File: src/rtl/dicr_pkg.sv
package dicr_pkg;
    localparam int unsigned WORD_W     = 32;
    localparam int unsigned CH_LIMIT   = 7;
    localparam int unsigned EN_LSB     = 16;
    localparam int unsigned FLAG_LSB   = 24;
    localparam int unsigned MASTER_BIT = 23;
    localparam int unsigned FAULT_BIT  = 15;
    localparam int unsigned SENT_BIT   = 31;
    localparam logic [WORD_W-1:0] DIRECT_MASK = 32'h00FF_803F;

    typedef enum logic {
        ST_QUIET     = 1'b0,
        ST_SIGNALLED = 1'b1
    } sent_state_e;
endpackage

File: src/rtl/dicr_write_merge.sv
module dicr_write_merge
    import dicr_pkg::*;
#(
    parameter int unsigned NUM_CH = 7
) (
    input  logic [WORD_W-1:0] cur_word,
    input  logic              wr_en,
    input  logic [WORD_W-1:0] wr_data,
    output logic [WORD_W-1:0] merged
);
    localparam logic [WORD_W-1:0] FLAG_MASK =
        WORD_W'(((1 << NUM_CH) - 1) << FLAG_LSB);

    logic [WORD_W-1:0] kept_flags;

    always_comb begin
        kept_flags = cur_word & ~wr_data & FLAG_MASK;
        if (wr_en) begin
            merged = (wr_data & DIRECT_MASK) | kept_flags;
        end else begin
            merged = cur_word & (DIRECT_MASK | FLAG_MASK);
        end
    end
endmodule

File: src/rtl/dicr_flag_set.sv
module dicr_flag_set
    import dicr_pkg::*;
#(
    parameter int unsigned NUM_CH = 7
) (
    input  logic [WORD_W-1:0] merged,
    input  logic [NUM_CH-1:0] done_pulse,
    output logic [WORD_W-1:0] body,
    output logic              cond
);
    logic [NUM_CH-1:0] flag_next;

    for (genvar n = 0; n < NUM_CH; n++) begin : g_flag
        assign flag_next[n] = merged[FLAG_LSB+n] | (done_pulse[n] & merged[EN_LSB+n]);
    end

    always_comb begin
        body = merged;
        body[FLAG_LSB +: NUM_CH] = flag_next;
        body[SENT_BIT] = 1'b0;
        cond = (body[MASTER_BIT] & (|flag_next)) | body[FAULT_BIT];
    end
endmodule

File: src/rtl/dicr_sent_fsm.sv
module dicr_sent_fsm
    import dicr_pkg::*;
(
    input  logic clk,
    input  logic rst_n,
    input  logic cond,
    output logic sent,
    output logic irq_pulse
);
    sent_state_e state_q, state_d;

    // Next state: RAISE, DROP, or hold.
    always_comb begin
        state_d = state_q;
        unique case (state_q)
            ST_QUIET:     if (cond)  state_d = ST_SIGNALLED;  // RAISE
            ST_SIGNALLED: if (!cond) state_d = ST_QUIET;      // DROP
            default:      state_d = ST_QUIET;
        endcase
    end

    always_ff @(posedge clk or negedge rst_n) begin
        if (!rst_n) state_q <= ST_QUIET;
        else        state_q <= state_d;
    end

    // Output: pulse only on RAISE.
    always_ff @(posedge clk or negedge rst_n) begin
        if (!rst_n) begin
            irq_pulse <= 1'b0;
        end else begin
            unique case (state_q)
                ST_QUIET:     irq_pulse <= cond;
                ST_SIGNALLED: irq_pulse <= 1'b0;
                default:      irq_pulse <= 1'b0;
            endcase
        end
    end

    assign sent = (state_q == ST_SIGNALLED);
endmodule

File: src/rtl/dma_irq_ctrl.sv
module dma_irq_ctrl
    import dicr_pkg::*;
#(
    parameter int unsigned NUM_CH = 7   // 1 .. CH_LIMIT
) (
    input  logic              clk,
    input  logic              rst_n,
    input  logic              wr_en,
    input  logic [31:0]       wr_data,
    input  logic [NUM_CH-1:0] done_pulse,
    output logic [31:0]       rd_data,
    output logic              irq_pulse
);
    logic [WORD_W-1:0] body_q;
    logic [WORD_W-1:0] merged;
    logic [WORD_W-1:0] body_d;
    logic              cond;
    logic              sent;

    dicr_write_merge #(.NUM_CH(NUM_CH)) u_merge (
        .cur_word (rd_data),
        .wr_en    (wr_en),
        .wr_data  (wr_data),
        .merged   (merged)
    );

    dicr_flag_set #(.NUM_CH(NUM_CH)) u_flags (
        .merged     (merged),
        .done_pulse (done_pulse),
        .body       (body_d),
        .cond       (cond)
    );

    dicr_sent_fsm u_fsm (
        .clk       (clk),
        .rst_n     (rst_n),
        .cond      (cond),
        .sent      (sent),
        .irq_pulse (irq_pulse)
    );

    always_ff @(posedge clk or negedge rst_n) begin
        if (!rst_n) body_q <= '0;
        else        body_q <= body_d;
    end

    always_comb begin
        rd_data = body_q;
        rd_data[SENT_BIT] = sent;
    end
endmodule

File: config.mk
export PLATFORM = sky130hd
export DESIGN_NAME = dma_irq_ctrl
export DESIGN_NICKNAME = d
export VERILOG_FILES = /design/src/rtl/dicr_pkg.sv /design/src/rtl/dicr_write_merge.sv /design/src/rtl/dicr_flag_set.sv /design/src/rtl/dicr_sent_fsm.sv /design/src/rtl/dma_irq_ctrl.sv
export SDC_FILE = /design/constraint.sdc
export NUM_CORES = 1
export LEC_CHECK = 0
export BUFFER_PORTS_ARGS = -buffer_cell sky130_fd_sc_hd__buf_2
export CAP_MARGIN = 0
export CORE_ASPECT_RATIO = 1.75
export CORE_UTILIZATION = 41
export CTS_CLUSTER_SIZE = 40
export DETAILED_ROUTE_END_ITERATION = 7
export PLACE_DENSITY_LB_ADDON = 0.08
export SLEW_MARGIN = 25
export SYNTH_ARGS = -nofsm -noshare
export SYNTH_HDL_FRONTEND = slang
export SYNTH_SLANG_ARGS = --single-unit
File: constraint.sdc
create_clock -name clk -period 1.6 [get_ports clk]
set_input_delay 0.16 -clock clk [delete_from_list [all_inputs] [get_ports clk]]
set_output_delay 0.16 -clock clk [all_outputs]
set_load 0.05 [all_outputs]
==> results.txt <==
status -> finished clean
clk_lat worst skew -> 260 ps
CTS Buf Count -> 3
ANT nets after route -> 0
GRT Resource Usage Total -> 15.5%
Sw Ratio -> 37.9%
Clock H-tree levels -> 1
Clock power frac -> 24.1%
synthesized area -> 0.00112 sq mm
CTS tree -> yes
IO buf count -> 55
Die Span X -> 41.6 microns
Syn Area/Cell -> 13.1 sq um
Starting Density -> 44.1%
Worst setup EP type -> flip-flop
final-report hold violation count -> 0
post-layout min period -> 1340 ps
FF-to-FF path depth -> 4
Max Slew Vio Count -> 0
drt pass-1 iters -> 4
# diodes -> 0
drt total wl -> 2.11 mm
Reg area -> 601 sq um
post-route insts no fill -> 168
sequential fraction of the synthesis area -> 53.4%
LEAKAGE -> 0.000708 uW
Hold-fix buffers, CTS -> 1
RSZ-0062 raised after global routing -> false
mean routed wirelength per cell -> 12.5 microns
Worst EP arrival -> 1470 ps
DR vias/cell -> 4.93
hold crit path type -> in2reg
WHS Path Cells -> 2
largest net degree at the start of global routing -> 26
Final period util -> 83.8%
relative slew slack -> 62.3%
Core Box Area -> 0.00255 sq mm
site row count -> 24
layout cells sized above 1 -> 59.9%
Final HPWL DP -> 1.66 mm
clock-pin slew on the worst setup and hold paths -> 80 ps
Setup CP Type -> reg2reg
dpl cells -> 163
worst slew pin tran -> 566 ps
CTS sink cnt -> 24
Setup Fix Bufs, Post-CTS -> 0
Ports -> 75
Final nets -> 185
Resize count post-CTS -> 0
maximum VDD drop -> 0.000712 V
yosys warns -> 0
first-pass GRT wire length -> 3.63 mm
RR Endpoint -> u_fsm.irq_pulse$_DFF_PN0_
Fillers -> 242
via count -> 829
area grow syn2layout -> 27.5%
r2r startpoint -> body_q[16]$_DFF_PN0_
Die Y -> 71.3 microns
Final Instance Area -> 0.00143 sq mm
Synth Register Bits -> 24
crit-path max FO -> 3
CTS Buffer Depth -> 2
internal power -> 1040 uW
drt drc -> 0
setup violators final -> 0
Pwr Total -> 1680 uW
cells after synthesis -> 86
Combinational Power Share -> 33.3%
Multi-input gate area -> 430 sq um
setup TNS -> 0 ps
antenna violations before repair -> 0
post-synth cell types -> 17
clk_skew -> 4.66 ps
hold path startpoint -> wr_data[3]
Cell Area, Placed -> 0.00137 sq mm
WP data required -> 1730 ps
Root Driver -> clkbuf_8
die area -> 0.00297 sq mm
Final Wtd Congestion -> 0.615
total gr overflow -> 0
power share of the sequential group -> 42.6%
switching pwr -> 636 uW
worst-case hold path end point -> body_q[3]$_DFFE_PN0P_
crit path launch type -> flip-flop
max frequency -> 746 MHz
P per Cell Area -> 1170 mW/mm^2
reg2reg setup slack -> 260 ps
max-cap viol count -> 0
vias in the first global route -> 851
first-iteration detailed-routing DRC count -> 19
## synthesized netlist by cell type
| master | n | area share [%] |
|---|---|---|
| a211oi_1 | 1 | 0.67 |
| a21oi_1 | 8 | 3.6 |
| buf_4 | 12 | 8.0 |
| buf_6 | 1 | 1.0 |
| conb_1 | 1 | 0.33 |
| dfrtp_1 | 24 | 53 |
| inv_1 | 6 | 2.0 |
| mux2_2 | 14 | 14 |
| mux2_4 | 1 | 1.3 |
| nand2b_1 | 1 | 0.56 |
| nand3_1 | 5 | 2.2 |
| nand3_2 | 2 | 1.8 |
| nor2_1 | 1 | 0.33 |
| nor4_2 | 2 | 2.2 |
| o211ai_2 | 1 | 1.1 |
| o221ai_1 | 1 | 0.78 |
| o221ai_2 | 5 | 6.7 |
## sequential cells by signal, summed over array words and instances (netlist names)
name             cells
u_fsm.irq_pulse      1
body_q              22
u_fsm.sent           1
## power by group through the flow
stage,sequential (uW),combinational (uW),clock [uW]
2_1_floorplan,957,208,0
3_3_place_gp,722,554,0
3_5_place_dp,726,561,0
4_1_cts,714,563,421
5_1_grt,725,591,432
6_report,714,558,405
## how the worst max path moves through the flow
stage	startpoint	to	slack [ps]	depth (start not counted)
final	body_q[16]$_DFF_PN0_	u_fsm.irq_pulse$_DFF_PN0_	260	4
after global placement	wr_en	u_fsm.irq_pulse$_DFF_PN0_	130	4
after floorplan	body_q[19]$_DFF_PN0_	u_fsm.irq_pulse$_DFF_PN0_	160	4
after global routing	body_q[16]$_DFF_PN0_	u_fsm.irq_pulse$_DFF_PN0_	140	4
after CTS	body_q[16]$_DFF_PN0_	u_fsm.irq_pulse$_DFF_PN0_	250	4
after detailed placement	wr_en	u_fsm.irq_pulse$_DFF_PN0_	100	4
## routing by layer
layer	global-route usage [%]	part of all wire, %	up-vias
met3	2.02	5.7	2
met4	7.53	0.90	0
met1	18.1	39	391
met2	27.4	54	37
li1	-	-	399
met5	0	0	-
## per-stage QoR
step                      utilization (%)  worst slack (ps)  hold slack, ps
after floorplan                         -               160            -136
after global placement               53.6               131             166
after detailed placement             53.6              97.4             170
after CTS                            56.2               252             113
after global routing                 56.2               144             119
final                                56.2               259             121
## worst max-delay path: stages (launching register included)
cell and delay, ps:
dfrtp_1 400, a21oi_1 190, o221ai_2 140, nor4_2 360, a211oi_1 120
## layout make-up
type	instances	area share, %
sequential	24	41.9
tap	26	2.27
timing repair buffer	57	20.4
multi-input combinational	51	30.0
inverter	6	1.57
clock buffer	4	3.84
## logic make-up after synthesis
kind of cell,synth area share [%]
compound gates,12.8
buf+inv,11.0
simple gates,7.12
other cells,0.333
mux,15.3
flops,53.4
## cell usage in the layout, fill, tap and decap left out, types with 2 or more instances in the layout
| cell | count |
|---|---|
| conb_1 | 9 |
| dfrtp_1 | 24 |
| inv_1 | 6 |
| o221ai_2 | 5 |
| nand3_2 | 2 |
| clkbuf_8 | 4 |
| nand3_1 | 5 |
| a21oi_1 | 8 |
| mux2_2 | 14 |
| buf_2 | 55 |
| nor4_2 | 2 |
Power figures use the tool's default switching activity.
